--- config.mk ---
export PLATFORM = sky130hd
export DESIGN_NAME = wp_seq_guard
export DESIGN_NICKNAME = d
export VERILOG_FILES = /design/src/rtl/wp_pkg.sv /design/src/rtl/wp_strobe_qual.sv /design/src/rtl/wp_cmd_match.sv /design/src/rtl/wp_down_timer.sv /design/src/rtl/wp_seq_guard.sv
export SDC_FILE = /design/constraint.sdc
export NUM_CORES = 1
export LEC_CHECK = 0
export BUFFER_PORTS_ARGS = -buffer_cell sky130_fd_sc_hd__buf_2
export CAP_MARGIN = 0
export CELL_PAD_IN_SITES_DETAIL_PLACEMENT = 0
export CELL_PAD_IN_SITES_GLOBAL_PLACEMENT = 1
export CORE_AREA = 2 2 92 111
export CTS_CLUSTER_DIAMETER = 40
export CTS_CLUSTER_SIZE = 16
export DETAILED_ROUTE_END_ITERATION = 6
export DIE_AREA = 0 0 94 113
export PLACE_DENSITY_LB_ADDON = 0.3
export SLEW_MARGIN = 5
export SYNTH_ARGS = -nofsm -noshare
export SYNTH_HDL_FRONTEND = slang
export SYNTH_SLANG_ARGS = --single-unit
--- constraint.sdc ---
create_clock -name clk -period 3.2 [get_ports clk]
set_input_delay 0.16 -clock clk [delete_from_list [all_inputs] [get_ports clk]]
set_output_delay 0.16 -clock clk [all_outputs]
set_load 0.02 [all_outputs]
--- src/rtl/wp_pkg.sv ---
package wp_pkg;

    typedef enum logic [2:0] {
        ST_IDLE,
        ST_P1,
        ST_P2,
        ST_D3,
        ST_D4,
        ST_D5,
        ST_OPEN
    } wp_state_e;

    localparam logic [15:0] ARM_ADDR = 16'h5555;
    localparam logic [7:0]  ARM_DATA = 8'hA0;

    // Command step table: {address, data}. Step 2 is the disable branch;
    // the arm byte is compared separately.
    function automatic logic [23:0] cmd_entry(input logic [2:0] step);
        case (step)
            3'd0:    return {16'h5555, 8'hAA};
            3'd1:    return {16'h2AAA, 8'h55};
            3'd2:    return {16'h5555, 8'h80};
            3'd3:    return {16'h5555, 8'hAA};
            3'd4:    return {16'h2AAA, 8'h55};
            default: return {16'h5555, 8'h20};
        endcase
    endfunction

    function automatic logic [2:0] step_of(input wp_state_e st);
        case (st)
            ST_P1:   return 3'd1;
            ST_P2:   return 3'd2;
            ST_D3:   return 3'd3;
            ST_D4:   return 3'd4;
            ST_D5:   return 3'd5;
            default: return 3'd0;
        endcase
    endfunction

endpackage

--- src/rtl/wp_strobe_qual.sv ---
module wp_strobe_qual #(
    parameter int ADDR_W     = 17,
    parameter int GLITCH_MIN = 2
) (
    input  logic              clk,
    input  logic              rst_n,
    input  logic [ADDR_W-1:0] addr,
    input  logic [7:0]        data,
    input  logic              ce_n,
    input  logic              we_n,
    input  logic              oe_n,
    output logic              commit,
    output logic [ADDR_W-1:0] c_addr,
    output logic [7:0]        c_data
);
    localparam int CW = $clog2(GLITCH_MIN + 1);

    typedef struct packed {
        logic [CW-1:0]     cnt;
        logic [ADDR_W-1:0] a;
        logic [7:0]        d;
    } qual_t;

    qual_t r_q, r_d;
    logic  active;

    always_comb begin
        active = ~ce_n & ~we_n & oe_n;
        r_d    = r_q;
        if (active) begin
            if (r_q.cnt != CW'(GLITCH_MIN)) r_d.cnt = r_q.cnt + CW'(1);
            r_d.a = addr;
            r_d.d = data;
        end else begin
            r_d.cnt = '0;
        end
    end

    always_ff @(posedge clk or negedge rst_n) begin
        if (!rst_n) r_q <= '0;
        else        r_q <= r_d;
    end

    assign commit = ~active & (r_q.cnt >= CW'(GLITCH_MIN));
    assign c_addr = r_q.a;
    assign c_data = r_q.d;
endmodule

--- src/rtl/wp_cmd_match.sv ---
module wp_cmd_match #(
    parameter int ADDR_W = 17
) (
    input  logic [2:0]        step,
    input  logic [ADDR_W-1:0] addr,
    input  logic [7:0]        data,
    output logic              hit,
    output logic              hit_arm
);
    import wp_pkg::*;

    logic [23:0] ent;

    always_comb begin
        ent     = cmd_entry(step);
        hit     = (addr == ADDR_W'(ent[23:8])) && (data == ent[7:0]);
        hit_arm = (step == 3'd2) && (addr == ADDR_W'(ARM_ADDR)) && (data == ARM_DATA);
    end
endmodule

--- src/rtl/wp_down_timer.sv ---
module wp_down_timer #(
    parameter int LEN = 32
) (
    input  logic clk,
    input  logic rst_n,
    input  logic start,
    output logic busy
);
    localparam int W = $clog2(LEN + 1);

    logic [W-1:0] cnt_q, cnt_d;

    always_comb begin
        if (start)            cnt_d = W'(LEN);
        else if (cnt_q != '0) cnt_d = cnt_q - W'(1);
        else                  cnt_d = cnt_q;
    end

    always_ff @(posedge clk or negedge rst_n) begin
        if (!rst_n) cnt_q <= '0;
        else        cnt_q <= cnt_d;
    end

    assign busy = (cnt_q != '0);
endmodule

--- src/rtl/wp_seq_guard.sv ---
module wp_seq_guard #(
    parameter int ADDR_W     = 17,
    parameter int GLITCH_MIN = 2,
    parameter int LOCK_CYC   = 60000,
    parameter int PAGE_WIN   = 32
) (
    input  logic              clk,
    input  logic              rst_n,
    input  logic [ADDR_W-1:0] bus_addr,
    input  logic [7:0]        bus_data,
    input  logic              bus_ce_n,
    input  logic              bus_we_n,
    input  logic              bus_oe_n,
    output logic              arr_wr_en,
    output logic [ADDR_W-1:0] arr_wr_addr,
    output logic [7:0]        arr_wr_data,
    output logic              prot_on,
    output logic              lockout,
    output logic              rd_ok
);
    import wp_pkg::*;

    typedef struct packed {
        wp_state_e         st;
        logic              prot;
        logic              wr_en;
        logic [ADDR_W-1:0] wa;
        logic [7:0]        wd;
    } guard_t;

    guard_t            r_q, r_d;
    logic              commit;
    logic [ADDR_W-1:0] c_addr;
    logic [7:0]        c_data;
    logic              hit, hit_arm;
    logic              lock_go, lock_busy;
    logic              win_go, win_busy;
    logic              attempt;
    wp_state_e         eff_st;
    logic [2:0]        step;

    wp_strobe_qual #(.ADDR_W(ADDR_W), .GLITCH_MIN(GLITCH_MIN)) u_qual (
        .clk(clk), .rst_n(rst_n), .addr(bus_addr), .data(bus_data),
        .ce_n(bus_ce_n), .we_n(bus_we_n), .oe_n(bus_oe_n),
        .commit(commit), .c_addr(c_addr), .c_data(c_data)
    );

    assign eff_st = (r_q.st == ST_OPEN && !win_busy) ? ST_IDLE : r_q.st;
    assign step   = step_of(eff_st);

    wp_cmd_match #(.ADDR_W(ADDR_W)) u_match (
        .step(step), .addr(c_addr), .data(c_data),
        .hit(hit), .hit_arm(hit_arm)
    );

    wp_down_timer #(.LEN(LOCK_CYC)) u_lock (
        .clk(clk), .rst_n(rst_n), .start(lock_go), .busy(lock_busy)
    );

    wp_down_timer #(.LEN(PAGE_WIN)) u_win (
        .clk(clk), .rst_n(rst_n), .start(win_go), .busy(win_busy)
    );

    always_comb begin
        r_d       = r_q;
        r_d.st    = eff_st;
        r_d.wr_en = 1'b0;
        lock_go   = 1'b0;
        win_go    = 1'b0;
        attempt   = 1'b0;
        if (commit && !lock_busy) begin
            case (eff_st)
                ST_IDLE: if (hit) r_d.st = ST_P1; else attempt = 1'b1;
                ST_P1:   if (hit) r_d.st = ST_P2; else attempt = 1'b1;
                ST_P2: begin
                    if (hit_arm) begin
                        r_d.prot = 1'b1;
                        r_d.st   = ST_OPEN;
                        win_go   = 1'b1;
                    end else if (hit) begin
                        r_d.st = ST_D3;
                    end else begin
                        attempt = 1'b1;
                    end
                end
                ST_D3:   if (hit) r_d.st = ST_D4; else attempt = 1'b1;
                ST_D4:   if (hit) r_d.st = ST_D5; else attempt = 1'b1;
                ST_D5: begin
                    if (hit) begin
                        r_d.prot = 1'b0;
                        r_d.st   = ST_IDLE;
                    end else begin
                        attempt = 1'b1;
                    end
                end
                ST_OPEN: begin
                    r_d.wr_en = 1'b1;
                    r_d.wa    = c_addr;
                    r_d.wd    = c_data;
                    win_go    = 1'b1;
                end
                default: attempt = 1'b1;
            endcase
            if (attempt) begin
                r_d.st = ST_IDLE;
                if (r_q.prot) begin
                    lock_go = 1'b1;
                end else begin
                    r_d.wr_en = 1'b1;
                    r_d.wa    = c_addr;
                    r_d.wd    = c_data;
                end
            end
        end
    end

    always_ff @(posedge clk or negedge rst_n) begin
        if (!rst_n) begin
            r_q.st    <= ST_IDLE;
            r_q.prot  <= 1'b0;
            r_q.wr_en <= 1'b0;
            r_q.wa    <= '0;
            r_q.wd    <= '0;
        end else begin
            r_q <= r_d;
        end
    end

    assign arr_wr_en   = r_q.wr_en;
    assign arr_wr_addr = r_q.wa;
    assign arr_wr_data = r_q.wd;
    assign prot_on     = r_q.prot;
    assign lockout     = lock_busy;
    assign rd_ok       = ~bus_ce_n & ~bus_oe_n & ~lock_busy;
endmodule

==> impl_metrics.tcl <==
set metrics [dict create \
    run_status "finished with violations" \
    violations "hold timing" \
    nNetsFinal 496 \
    pwr-share-seq_pct 48.4 \
    cts_setup_buffers 0 \
    clk_latency_ns 0.34 \
    start_util_pct 44.1 \
    clock-sinks 79 \
    worstSetupStartpointType "register" \
    synth-edff-count 0 \
    firstDrtPassIters 6 \
    n_fill_cell 917 \
    grt_pass1_vias 3128 \
    fmax_mhz 353 \
    drive_gt1_share_pct 25.5 \
    die_w_microns 94 \
    whs_ns -0.0162 \
    drcViolationCount 0 \
    setup_tns_ns 0 \
    drt_iter0_drc 100 \
    ys_types 63 \
    htree_levels 3 \
    syn-mean-instance-area_sq_um 9.97 \
    io_pins 59 \
    vias 3080 \
    vias_per_cell 5.22 \
    dp_hpwl_mm 6.17 \
    ant_nets 0 \
    syn_to_final_growth_pct 13.9 \
    grt_overflow 0 \
    synth_seq_area_share_pct 47.1 \
    max_slew_margin_pct 35.1 \
    power.leakage_nw 2.38 \
    hold_path.class "input port to async pin" \
    setup_viol 0 \
    clk_pin_slew_worst_paths_ns 0.06 \
    core_sq_um 9520 \
    synth.largest_area_cell "dfrtp_1" \
    synthArstFlopShare_pct 100 \
    fin_crit_sh_pct 88.5 \
    worstMarginPinSlew_ns 0.974 \
    slew_viol_final 0 \
    syn-num-nets 455 \
    die_y_microns 113 \
    fin_crit_ns 2.83 \
    avgRoutedWirePerCell_microns 14.9 \
    clockBufferDepth 2 \
    cp-end-kind "register" \
    grt_pass1_wl_mm 14.9 \
    grt_max_degree 80 \
    synth_top_area_share_pct 47.1 \
    netlist_area_sq_um 4200 \
    clkPwrFrac_pct 45.1 \
    p_int_mw 1.76 \
    die_area_sq_um 10600 \
    io_buffers 58 \
    ys_top_cells_by_area "dfrtp_1 (47%), nand2_1 (8.6%), mux2_4 (7.2%), buf_4 (4.5%), nor2_1 (2.7%)" \
    antenna_found_initial 0 \
    synth_warnings 0 \
    crit_fanout 25 \
    fin_util_pct 50.3 \
    path_class "register to register" \
    synth_most_common_cell "nand2_1" \
    cp.arrival_ns 3.05 \
    n_antenna_cell 0 \
    core.rowCount 39 \
    ys.flop_type "dfrtp_1" \
    combinationalPowerShare_pct 6.6 \
    ys_top_cells_by_count "nand2_1 (96), dfrtp_1 (79), nor2_1 (30), buf_4 (25), mux2_4 (20)" \
    required_ns 3.42 \
    grt_use_total_pct 17.8 \
    netlist_instances 421 \
    power_density_nw_per_um2 484 \
    cts-root-buf "clkbuf_16" \
    rsz0062_at_grt "false" \
    wl_mm 8.82 \
    power.total_mw 2.32 \
    fin_skew_ns 0.00565 \
    synth_seq_cells 79 \
    cts-buffers-inserted 9 \
    gp_congestion 0.780 \
    cts_tree "yes" \
    power.net_switching_mw 0.551 \
    swShare_pct 23.8 \
    ir_worst_vdd_mv 0.283 \
    hold_viol 24 \
    max_cap_viol_count 0 \
]
==> area by class of cell <==
type,count,area (sq um),area share (%)
Inverter,6,22.5,0.471
Multi-Input combinational cell,296,1920,40.1
Sequential cell,79,1980,41.3
Clock inverter,5,56.3,1.18
Clock buffer,11,253,5.29
Timing Repair Buffer,70,400,8.37
Tap cell,123,154,3.22
==> repair_timing <==
action | CTS | global route
resized for setup | 0 | 0
hold buffers | 2 | 0
hold endpoints to repair | 2 | 0
==> layer usage <==
metal	track usage, %	part of all wire, %
met1	22.6	45
met2	29.9	50
met3	4.79	3.4
met4	4.93	1.3
met5	0	0
==> stage by stage <==
step	cell area (sq um)	worst slack [ns]	hold slack, ns	cells
4_1_cts	4780	0.349	0.0000200	590
2_1_floorplan	4200	0.677	-0.136	421
3_3_place_gp	4450	0.435	0.349	572
3_5_place_dp	4450	0.360	0.355	572
5_1_grt	4780	0.129	0.00274	590
6_report	4780	0.368	-0.0162	590
==> final timing paths <==
check,end,slack [ns],startpoint,depth (start not counted)
max,arr_wr_data[2],0.37,u_win.cnt_q[0],9
min,arr_wr_addr[16],-0.02,rst_n,1
max reg2reg,arr_wr_data[2],0.37,u_win.cnt_q[0],9
min reg2reg,arr_wr_addr[12],0.50,arr_wr_addr[12],1
max in group asynchronous,u_qual.r_q[26],2.59,rst_n,1
min in group clk,u_qual.c_addr[4],0.01,bus_addr[4],3
==> placed cells by master (no fill, tap or decap), types with 3 or more instances in the layout <==
cell | netlist | final
inv_1 | 6 | 6
clkbuf_16 | 0 | 9
nor3_1 | 11 | 11
nor4bb_1 | 4 | 4
nand2_1 | 96 | 96
ha_1 | 4 | 4
dfrtp_1 | 79 | 79
nor2_1 | 30 | 30
nand3_1 | 11 | 11
mux2_2 | 5 | 5
buf_2 | 1 | 57
o21ai_0 | 13 | 13
buf_4 | 25 | 10
nor2b_1 | 4 | 4
nor4b_1 | 4 | 4
nor3b_1 | 4 | 3
a211oi_1 | 3 | 3
nand4_1 | 3 | 3
mux2_4 | 20 | 20
nand4b_1 | 4 | 4
xnor2_1 | 9 | 9
or3_1 | 4 | 4
xor2_1 | 6 | 6
a21oi_1 | 11 | 11
a21o_1 | 3 | 3
nor4_1 | 3 | 3
==> critical path, cell delays in order, from the launching register on <==
cell and delay (ns):
dfrtp_1 0.40, inv_1 0.09, ha_1 0.20, or3b_2 0.44, o311ai_0 0.45, nand2_1 0.19, o311ai_1 0.12, o32a_1 0.23
buf_12 0.23, mux2_2 0.36
==> registers in the layout, indices dropped and copies added (netlist names) <==
signal,cells
prot_on,1
arr_wr_addr,17
u_lock.cnt_q,16
r_q,3
u_qual.c_data,8
u_qual.c_addr,17
u_win.cnt_q,6
u_qual.r_q,2
arr_wr_en,1
arr_wr_data,8
==> cell families after synthesis <==
logic type,after synthesis,share of synthesized area (%)
multiplexers,27,8.97
XOR/XNOR,15,3.13
buffers and inverters,46,7.33
adder cells (fa/ha/maj),4,1.19
AO/OA/AOI/OAI,52,8.40
flip-flops,79,47.1
AND/OR/NAND/NOR,198,23.9
==> power by group through the flow <==
stage                     combinational [mW]  sequential (mW)  clock, mW
final                                  0.152             1.12       1.04
after global routing                   0.177             1.13       1.13
after CTS                              0.156             1.12       1.07
after detailed placement               0.154             1.14          0
after global placement                 0.150             1.14          0
after floorplan                       0.0962             1.11          0
Note: power is estimated with default switching activity, not from simulation.
